`src/rtl/sio_cfg_pkg.sv`:
```
package sio_cfg_pkg;

    localparam logic [7:0] KEY_OPEN   = 8'h55;
    localparam logic [7:0] KEY_CLOSE  = 8'hAA;
    localparam logic [7:0] IDX_BANK   = 8'h07;
    localparam logic [7:0] IDX_IDENT  = 8'h20;
    localparam logic [7:0] IDENT_BYTE = 8'h40;

    typedef enum logic [3:0] {
        FLD_ACT, FLD_BASE_HI, FLD_BASE_LO, FLD_IRQ_A, FLD_IRQ_B,
        FLD_DMA, FLD_OPT_A, FLD_OPT_B, FLD_NONE
    } fld_e;

    typedef struct packed {
        logic [7:0] act;
        logic [7:0] base_hi;
        logic [7:0] base_lo;
        logic [7:0] irq_a;
        logic [7:0] irq_b;
        logic [7:0] dma;
        logic [7:0] opt_a;
        logic [7:0] opt_b;
    } bank_t;

    typedef enum logic {ST_LOCKED, ST_OPEN} key_st_e;

    function automatic fld_e idx_to_fld(input logic [7:0] idx);
        case (idx)
            8'h30:   return FLD_ACT;
            8'h60:   return FLD_BASE_HI;
            8'h61:   return FLD_BASE_LO;
            8'h70:   return FLD_IRQ_A;
            8'h72:   return FLD_IRQ_B;
            8'h74:   return FLD_DMA;
            8'hF0:   return FLD_OPT_A;
            8'hF1:   return FLD_OPT_B;
            default: return FLD_NONE;
        endcase
    endfunction

    function automatic logic [7:0] pick_fld(input bank_t b, input fld_e f);
        case (f)
            FLD_ACT:     return b.act;
            FLD_BASE_HI: return b.base_hi;
            FLD_BASE_LO: return b.base_lo;
            FLD_IRQ_A:   return b.irq_a;
            FLD_IRQ_B:   return b.irq_b;
            FLD_DMA:     return b.dma;
            FLD_OPT_A:   return b.opt_a;
            FLD_OPT_B:   return b.opt_b;
            default:     return 8'h00;
        endcase
    endfunction

endpackage

```
`src/rtl/sio_key_ctl.sv`:
```
module sio_key_ctl
    import sio_cfg_pkg::*;
#(
    parameter int LDN_W = 3
) (
    input  logic             clk,
    input  logic             rst,
    input  logic             wr,
    input  logic             sel,
    input  logic [7:0]       wdata,
    output logic             cfg_open,
    output logic [7:0]       cur_idx,
    output logic [LDN_W-1:0] ldn,
    output logic             data_we
);
    key_st_e st;

    assign cfg_open = (st == ST_OPEN);
    assign data_we  = wr && sel && cfg_open;

    always_ff @(posedge clk) begin
        if (rst) begin
            st      <= ST_LOCKED;
            cur_idx <= 8'h00;
            ldn     <= '0;
        end else begin
            if (wr && !sel) begin
                if (st == ST_LOCKED) begin
                    if (wdata == KEY_OPEN)
                        st <= ST_OPEN;
                end else if (wdata == KEY_CLOSE) begin
                    st <= ST_LOCKED;
                end else begin
                    cur_idx <= wdata;
                end
            end
            if (data_we && cur_idx == IDX_BANK)
                ldn <= wdata[LDN_W-1:0];
        end
    end

endmodule

```
`src/rtl/sio_dev_bank.sv`:
```
module sio_dev_bank
    import sio_cfg_pkg::*;
(
    input  logic       clk,
    input  logic       rst,
    input  logic       wr_en,
    input  fld_e       fld,
    input  logic [7:0] wdata,
    output bank_t      regs
);
    always_ff @(posedge clk) begin
        if (rst) begin
            regs <= '0;
        end else if (wr_en) begin
            case (fld)
                FLD_ACT:     regs.act     <= wdata;
                FLD_BASE_HI: regs.base_hi <= wdata;
                FLD_BASE_LO: regs.base_lo <= wdata;
                FLD_IRQ_A:   regs.irq_a   <= wdata;
                FLD_IRQ_B:   regs.irq_b   <= wdata;
                FLD_DMA:     regs.dma     <= wdata;
                FLD_OPT_A:   regs.opt_a   <= wdata;
                FLD_OPT_B:   regs.opt_b   <= wdata;
                default:     ;
            endcase
        end
    end

endmodule

```
`src/rtl/sio_cfg_port.sv`:
```
module sio_cfg_port
    import sio_cfg_pkg::*;
#(
    parameter int NDEV = 8
) (
    input  logic                 clk,
    input  logic                 rst,
    input  logic                 host_wr,
    input  logic                 host_sel,
    input  logic [7:0]           host_wdata,
    output logic [7:0]           host_rdata,
    output logic [NDEV-1:0]      dev_active,
    output logic [NDEV-1:0][15:0] dev_base,
    output logic [NDEV-1:0][7:0] dev_irq_a,
    output logic [NDEV-1:0][7:0] dev_irq_b,
    output logic [NDEV-1:0][7:0] dev_dma,
    output logic [NDEV-1:0][7:0] dev_opt_a,
    output logic [NDEV-1:0][7:0] dev_opt_b
);
    localparam int LDN_W = (NDEV > 1) ? $clog2(NDEV) : 1;

    logic             cfg_open;
    logic [7:0]       cur_idx;
    logic [LDN_W-1:0] ldn;
    logic             data_we;
    fld_e             fld;
    bank_t            banks [NDEV];
    bank_t            sel_bank;

    sio_key_ctl #(.LDN_W(LDN_W)) u_key (
        .clk      (clk),
        .rst      (rst),
        .wr       (host_wr),
        .sel      (host_sel),
        .wdata    (host_wdata),
        .cfg_open (cfg_open),
        .cur_idx  (cur_idx),
        .ldn      (ldn),
        .data_we  (data_we)
    );

    assign fld = idx_to_fld(cur_idx);

    for (genvar g = 0; g < NDEV; g++) begin : g_bank
        sio_dev_bank u_bank (
            .clk   (clk),
            .rst   (rst),
            .wr_en (data_we && (ldn == LDN_W'(g)) && (fld != FLD_NONE)),
            .fld   (fld),
            .wdata (host_wdata),
            .regs  (banks[g])
        );
        assign dev_active[g] = banks[g].act[0];
        assign dev_base[g]   = {banks[g].base_hi, banks[g].base_lo};
        assign dev_irq_a[g]  = banks[g].irq_a;
        assign dev_irq_b[g]  = banks[g].irq_b;
        assign dev_dma[g]    = banks[g].dma;
        assign dev_opt_a[g]  = banks[g].opt_a;
        assign dev_opt_b[g]  = banks[g].opt_b;
    end

    always_comb begin
        sel_bank = '0;
        for (int i = 0; i < NDEV; i++)
            if (ldn == LDN_W'(i))
                sel_bank = banks[i];
    end

    always_comb begin
        host_rdata = 8'h00;
        if (cfg_open) begin
            if (!host_sel)
                host_rdata = cur_idx;
            else if (cur_idx == IDX_IDENT)
                host_rdata = IDENT_BYTE;
            else if (cur_idx == IDX_BANK)
                host_rdata = 8'(ldn);
            else
                host_rdata = pick_fld(sel_bank, fld);
        end
    end

endmodule

```
`config.mk`:
```
export PLATFORM = sky130hd
export DESIGN_NAME = sio_cfg_port
export DESIGN_NICKNAME = d
export VERILOG_FILES = /design/src/rtl/sio_cfg_pkg.sv /design/src/rtl/sio_key_ctl.sv /design/src/rtl/sio_dev_bank.sv /design/src/rtl/sio_cfg_port.sv
export SDC_FILE = /design/constraint.sdc
export NUM_CORES = 1
export LEC_CHECK = 0
export BUFFER_PORTS_ARGS = -buffer_cell sky130_fd_sc_hd__buf_2
export CAP_MARGIN = 0
export CELL_PAD_IN_SITES_DETAIL_PLACEMENT = 1
export CELL_PAD_IN_SITES_GLOBAL_PLACEMENT = 2
export CORE_ASPECT_RATIO = 2
export CORE_MARGIN = 8
export CORE_UTILIZATION = 37
export CTS_BUF_LIST = sky130_fd_sc_hd__clkbuf_8
export DETAILED_ROUTE_END_ITERATION = 10
export PLACE_DENSITY = 0.88
export SLEW_MARGIN = 25
export SYNTH_ARGS = -nofsm -noshare
export SYNTH_HDL_FRONTEND = slang
export SYNTH_SLANG_ARGS = --single-unit
```
`constraint.sdc`:
```
create_clock -name clk -period 3.7 [get_ports clk]
set_input_delay 0.185 -clock clk [delete_from_list [all_inputs] [get_ports clk]]
set_output_delay 0.185 -clock clk [all_outputs]
set_load 0.02 [all_outputs]
```
==> summary.txt, run 1 <==
Run status
  • Status: finished with violations
  • Violated checks: negative setup slack

STA
  • Slew Viols, Final: 0
  • Endpoints failing hold: 0
  • Post-route clock period utilization: 102%
  • Fmax: 266 MHz
  • Worst hold slack: about 0.064 ns
  • Final min period: 3.76 ns
  • Clock Skew: about 0.028 ns
  • Setup TNS: -0.0734 ns
  • Count of final setup violators: 2
  • Max-slew headroom: 41.8%
  • RSZ-0062 raised after global routing: yes
  • Pin slew with the least headroom to its limit: 0.873 ns
  • Final Worst Setup Slack: -0.0590 ns

Min path
  • WHS Path Cells: 4
  • WHS Endpoint: g_bank[1].u_bank.regs[60]$_SDFFE_PP0P_
  • Min-Delay Startpoint: host_wdata[4]
  • Hold/Removal Path Class: input pin to flop

Power
  • P_leak: 10.8 nW
  • Overall Power: 10.8 mW
  • Power per Cell Area: 366 mW/mm^2
  • VDD IR max: about 0.00029 V

Clocking
  • Clock root cell: clkbuf_8
  • CTS Buffer Depth: 3
  • Total CTS buffers: 82
  • H-tree depth: 3
  • Clock-pin transition on the worst setup and hold timing paths: approximately 0.070 ns
  • Worst-Skew Late Latency: 0.70 ns
  • CTS tree: yes
  • Sinks on Clock Net: 524

Finish
  • Design area: between 0.02 and 0.03 sq mm
  • Post-route core utilization: 40.0%
  • Layout area overhead: 7.36%
  • Share of cells above drive strength 1: 24.6%
  • Layout Nets: 3387

Synth
  • Synth top area share: 38.3%
  • Commonest cells post-synth: nand2_1 (640), dfxtp_1 (524), a21oi_1 (502)
  • Most common cell in the netlist: nand2_1
  • Syn_nets: 3451
  • Post-synth EDFFs: 0
  • Synthesized instance count: 3439
  • Largest cells by area after synthesis: dfxtp_1 (38%), buf_4 (13%), a21oi_1 (9.2%)
  • Sequential share of the synthesized area: a little under two fifths
  • Yosys warning count: 0
  • Register bit total from synthesis: about 520
  • Async SR Flop Fraction: 0%
  • Cell Area, Synth: 0.0274 sq mm
  • Main synth FF type: dfxtp_1
  • Yosys top cell by area: dfxtp_1
  • Post-synth cell types: 76
  • Average instance area after synthesis: ~8 sq um

Global route
  • GRT Residual Overflow: 0
  • Pin count of the biggest net entering global routing: 100
  • Vias in the first global route: approximately 26000
  • GRT Total Usage: 29.6%
  • First-pass GRT wire length: 186000 microns
  • Initial antenna violation count: 4

Setup path
  • Crit end category: output pin
  • Critical path required time: 3.51 ns
  • Critical path type: flop to output pin
  • Reg2reg start: u_key.ldn[1]$_SDFFE_PP0P_
  • CP Data Arrival Time: 3.57 ns
  • R2R setup slack: 0.88 ns
  • CP startpoint: u_key.ldn[0]$_SDFFE_PP0P_
  • Kind of start point of the critical path: flop
  • Max Fanout on Critical Path: 30
  • Worst R2R Path Depth: 8
  • FF-to-FF End: g_bank[1].u_bank.regs[22]$_SDFFE_PP0P_

Place
  • Detailed Place HPWL: slightly above 90000 microns
  • Placed inst area: about 0.027 sq mm
  • Final Wtd Congestion: 0.935
  • Port Buffers: 475

Floorplan
  • Die Area: ~0.084 sq mm
  • Std-Cell Rows: 141
  • Core Area: 0.0736 sq mm
  • Die X: 208 microns
  • IO Count: 476
  • Initial Utilization: between 30% and 40%
  • Die height: between 400 and 500 microns

Detailed routing
  • Antenna Nets Post-Route: 0
  • DR pass1 iterations: 5
  • DRT Wirelength: between 100000 and 150000 microns
  • DR vias: approximately 26000
  • Avg Vias per Cell: 5.92
  • DRT iter0 DRCs: about 2200
  • DRC viols: 0
  • Wirelength per Cell: around 30 microns

Run
  • Max-Cap Viols: 0
-- layout by cell type, fill, tap and decap left out, types with 13 or more instances in the layout --
master / instances
buf_4: 85
o22ai_1: 22
inv_1: 30
a21oi_1: 501
nor2_1: 99
mux2i_1: 144
dfxtp_1: 520
nand2_1: 640
clkbuf_8: 98
nand3_1: 323
a211oi_1: 15
mux4_2: 33
buf_2: 474
o21ai_0: 110
buf_12: 21
mux2_2: 34
nand2b_1: 13
o221ai_1: 28
-- critical path: stages (launching register included) --
cell and delay (ns):
dfxtp_4 0.43, buf_4 0.17, bufbuf_16 0.32, o21ai_0 0.16
o21ai_0 0.17, a21oi_1 0.27, o22ai_2 0.19, buf_4 0.18
or4b_1 0.51, a22o_1 0.27, buf_2 0.19
-- cell families after synthesis --
logic type	count (synthesis)	synth area share [%]
AOI/OAI and AO/OA	785	16.3
muxes	218	9.63
buffers and inverters	751	17.0
and+or+nand+nor	1161	18.8
DFF	524	38.3
-- area by class of cell --
type                    instances  area (sq um)
flip-flops and latches        524         10500
inverters                       9          36.3
fillers                      8926         44100
clock inverters                36           156
multi-input cells            2164         12500
repair buffers                594          3710
diodes                          3          7.51
clock buffers                  98          1350
well taps                     929          1160
-- metrics by stage --
step	cells	setup slack, ns
finish	4357	-0.0590
detailed placement	4204	0.330
global route	4355	-0.115
floorplan	3439	1.15
CTS	4353	-0.0166
global placement	4204	0.152
-- power by group --
group / internal (mW) / switching, mW / leakage [nW]
Combinational: 0.0397 / 0.261 / 5.66
Sequential: 5.64 / 0.0000552 / 4.22
Clock: 2.38 / 2.44 / 0.870
Total: 8.05 / 2.70 / 10.8
-- state kept, by name, indices dropped and copies added (netlist names) --
| name | count |
|---|---|
| g_bank.u_bank.regs | 512 |
| u_key.cur_idx | 8 |
| u_key.ldn | 3 |
| u_key.cfg_open | 1 |
-- per-layer routing --
metal,GRT usage (%),wire (microns)
met4,15.3,6910
met2,49.8,62100
met5,0,13
met1,34.8,49600
met3,6.59,10700
-- timing repair --
item                                    4_1_cts  5_1_grt
hold buffers                                  4        0
setup buffers                                 9        0
pin swaps                                     7        0
resized for setup                            27       14
endpoints found under the setup margin        8        7
gates cloned                                  2        1
hold endpoints to repair                     73        0
-- worst max-delay path by stage --
stage	to	cells after the start
after floorplan	host_rdata[5]	10
after global placement	host_rdata[3]	8
final	host_rdata[4]	10
after detailed placement	host_rdata[3]	8
after global routing	host_rdata[4]	10
after CTS	host_rdata[4]	10
Note: power is estimated with default switching activity, not from simulation.
==> run 2, diff against run 1 <==
--- a/config.mk
+++ b/config.mk
@@ -14,7 +14,7 @@
 export CORE_UTILIZATION = 37
 export CTS_BUF_LIST = sky130_fd_sc_hd__clkbuf_8
 export DETAILED_ROUTE_END_ITERATION = 10
-export PLACE_DENSITY = 0.88
+export PLACE_DENSITY_LB_ADDON = 0.1
 export SLEW_MARGIN = 25
 export SYNTH_ARGS = -nofsm -noshare
 export SYNTH_HDL_FRONTEND = slang
==> constraint.sdc (replaced) <==
create_clock -name clk -period 3.7 [get_ports clk]
set_input_delay 1.11 -clock clk [delete_from_list [all_inputs] [get_ports clk]]
set_output_delay 1.11 -clock clk [all_outputs]
set_load 0.02 [all_outputs]
==> run 2 against run 1 <==
  * Setup slack worse by 0.70 ns
  * Via count is 3.8% higher
  * Final cell count is 5.0% higher
  * Routed wire length is 8.0% higher
  * Hold slack better by 0.40 ns
  * The run still ends with negative setup slack left
  * Critical endpoint is now host_rdata[3]
  * Sequential share of layout area is 2.7 points lower
  * Core utilization is 3.2 points higher
  * Fmax is 16% lower
  * Highest routed layer unchanged
  * Clock power is 10% higher
  * Non-clock buffer count is 203 higher
==> summary.txt, run 2 (synthesis results as in run 1) <==
Run status
  • Status: finished with violations (unchanged)
  • Violated checks: negative setup slack (unchanged)

Clocking
  • Sinks on Clock Net: 524 (unchanged)
  • Worst-Skew Late Latency: 0.75 ns (was 0.70 ns)
  • Clock-pin transition on the worst setup and hold timing paths: 0.08 ns (was 0.07 ns)
  • Total CTS buffers: 82 (unchanged)
  • H-tree depth: 3 (unchanged)
  • CTS tree: yes (unchanged)
  • Clock root cell: clkbuf_8 (unchanged)
  • Hold_buf cts: 0 (was 4)
  • CTS Buffer Depth: 3 (unchanged)

Finish
  • Largest register by flop count: g_bank.u_bank.regs (unchanged)
  • Top Registers: g_bank.u_bank.regs (512), u_key.cur_idx (8), u_key.ldn (3) (unchanged)
  • Layout area overhead: 16.1% (was 7.36%)
  • Commonest non-fill, non-tap cell in the layout: nand2_1 (unchanged)
  • Layout Nets: 3590 (was 3387)
  • Post-route core utilization: 43.2% (was 40.0%)
  • Share of cells above drive strength 1: 30.5% (was 24.6%)
  • Largest register FFs: 512 (unchanged)
  • Commonest cells after routing, fill and taps aside: nand2_1 (640), dfxtp_1 (521), a21oi_1 (496), buf_2 (466), nand3_1 (322) (was nand2_1 (640), dfxtp_1 (520), a21oi_1 (501), buf_2 (474), nand3_1 (323))

Detailed routing
  • Avg Vias per Cell: 5.86 (was 5.92)
  • DRC viols: 0 (unchanged)
  • DR vias: 26780 (was 25791)
  • Antenna Nets Post-Route: 0 (unchanged)
  • DR pass1 iterations: 5 (unchanged)
  • DRT iter0 DRCs: 1894 (was 2183)
  • Wirelength per Cell: 30.5 microns (was 29.7 microns)
  • DRT Wirelength: 140000 microns (was 129000 microns)

STA
  • Clock Skew: 0.0266 ns (was 0.0282 ns)
  • Count of final setup violators: 8 (was 2)
  • Pin slew with the least headroom to its limit: 0.853 ns (was 0.873 ns)
  • RSZ-0062 raised after global routing: yes (unchanged)
  • Slew Viols, Final: 0 (unchanged)
  • Endpoints failing hold: 0 (unchanged)
  • Post-route clock period utilization: 121% (was 102%)
  • Final min period: 4.46 ns (was 3.76 ns)
  • Final Worst Setup Slack: -0.759 ns (was -0.0590 ns)
  • Max-slew headroom: 43.1% (was 41.8%)
  • Fmax: 224 MHz (was 266 MHz)

Global route
  • GRT Residual Overflow: 0 (unchanged)
  • GRT Total Usage: 32.0% (was 29.6%)
  • Initial antenna violation count: 3 (was 4)
  • Vias in the first global route: 27803 (was 26199)
  • Pin count of the biggest net entering global routing: 88 (was 100)
  • First-pass GRT wire length: 200000 microns (was 186000 microns)

Setup path
  • Max Fanout on Critical Path: 5 (was 30)
  • Critical path type: flop to output pin (unchanged)
  • Slowest stage cell, crit path: dfxtp_4 (was or4b_1)
  • Kind of start point of the critical path: flop (unchanged)
  • Crit path cell chain: buf_12, buf_12, buf_6, buf_6, mux2i_1, mux4_2, nor3_4, a2111oi_4, buf_4, nand4_1, a22o_1, buf_6 (was buf_4, bufbuf_16, o21ai_0, o21ai_0, a21oi_1, o22ai_2, buf_4, or4b_1, a22o_1, buf_2)
  • CP Data Arrival Time: 3.35 ns (was 3.57 ns)
  • Most frequent CP cell: buf_6
  • Crit end category: output pin (unchanged)
  • Critical path required time: 2.59 ns (was 3.51 ns)
  • Max incr delay on CP: 0.37 ns (was 0.51 ns)

Power
  • VDD IR max: 0.000251 V (was 0.000288 V)
  • P_leak: 12.0 nW (was 10.8 nW)
  • Power per Cell Area: 354 mW/mm^2 (was 366 mW/mm^2)
  • Overall Power: 11.3 mW (was 10.8 mW)

Floorplan
  • Die Area: 0.0835 sq mm (unchanged)
  • Std-Cell Rows: 141 (unchanged)
  • Core Area: 0.0736 sq mm (unchanged)
  • IO Count: 476 (unchanged)
  • Initial Utilization: 37.2% (unchanged)
  • Die X: 208 microns (unchanged)
  • Die height: 401 microns (unchanged)

Min path
  • Hold/Removal Path Class: flop to flop (was input pin to flop)

Place
  • Place WS: -0.299 ns (was 0.330 ns)
  • Detailed Place HPWL: 101000 microns (was 91600 microns)
  • Port Buffers: 475 (unchanged)
  • Final Wtd Congestion: 0.928 (was 0.935)

Run
  • Max-Cap Viols: 0 (unchanged)
==> run 2: cell types whose count changed in the layout (fill, tap and decap cells not counted), moves of 7 or more <==
| cell | before | now |
|---|---|---|
| buf_12 | 21 | 34 |
| buf_6 | 1 | 25 |
| mux2i_1 | 144 | 136 |
| mux2i_4 | 1 | 8 |
| buf_2 | 474 | 466 |
| buf_4 | 85 | 260 |
==> run 2: path summary, 6_finish.rpt <==
check	from	end	slack (ns)	cells past startpoint
max	u_key.ldn[0]$_SDFFE_PP0P_	host_rdata[3]	-0.76	12
min reg2reg	g_bank[5].u_bank.regs[62]$_SDFFE_PP0P_	g_bank[5].u_bank.regs[62]$_SDFFE_PP0P_	0.46	2
max reg2reg	u_key.cur_idx[2]$_SDFFE_PP0P_	g_bank[3].u_bank.regs[53]$_SDFFE_PP0P_	0.65	10
min	g_bank[5].u_bank.regs[62]$_SDFFE_PP0P_	g_bank[5].u_bank.regs[62]$_SDFFE_PP0P_	0.46	2
==> run 2: metrics by stage <==
stage                     cells  area, sq um  hold slack, ns  setup TNS [ns]
after floorplan            3439        27400           0.433               0
after global placement     4382        28900           0.439           -1.03
after detailed placement   4382        28900           0.450           -1.09
after CTS                  4558        31400           0.460           -5.80
after global routing       4573        31800           0.480           -5.96
final                      4573        31800           0.459           -5.46
==> run 2: routing by layer <==
| layer | track usage, % | part of all wire [%] | vias up |
|---|---|---|---|
| met3 | 6.36 | 6.5 | 315 |
| met1 | 36.2 | 38 | 13583 |
| met2 | 55.8 | 50 | 1166 |
| met5 | 0 | 0.019 | - |
| li1 | - | - | 11712 |
| met4 | 17.6 | 5.7 | 4 |
==> run 2: critical path, delay by kind of cell (launching register included) <==
family / cells / cell delay, ns
AOI/OAI and AO/OA: 2 / 0.62
buffers and inverters: 6 / 0.83
DFF: 1 / 0.37
muxes: 2 / 0.56
and+or+nand+nor: 2 / 0.20
==> run 2: what timing repair did <==
| action | in CTS | in global routing |
|---|---|---|
| gates resized for setup | 117 | 46 |
| pin swaps | 23 | 19 |
| buffers inserted | 26 | 13 |
| endpoints found under the setup margin | 8 | 8 |
| cloned | 4 | 1 |
==> run 2: area by class of cell <==
class / count / area [sq um]
Tap cell: 929 / 1160
Timing Repair Buffer: 797 / 5500
Sequential cell: 524 / 10500
Multi-Input combinational cell: 2164 / 12900
Inverter: 9 / 33.8
Clock buffer: 103 / 1420
Antenna cell: 1 / 2.50
Fill cell: 8820 / 41800
Clock inverter: 46 / 288
==> run 2: power breakdown <==
part	switching (mW)	internal (mW)	total, mW
clock network	2.57	2.73	5.30
registers	0.0000769	5.64	5.64
logic	0.271	0.0451	0.316
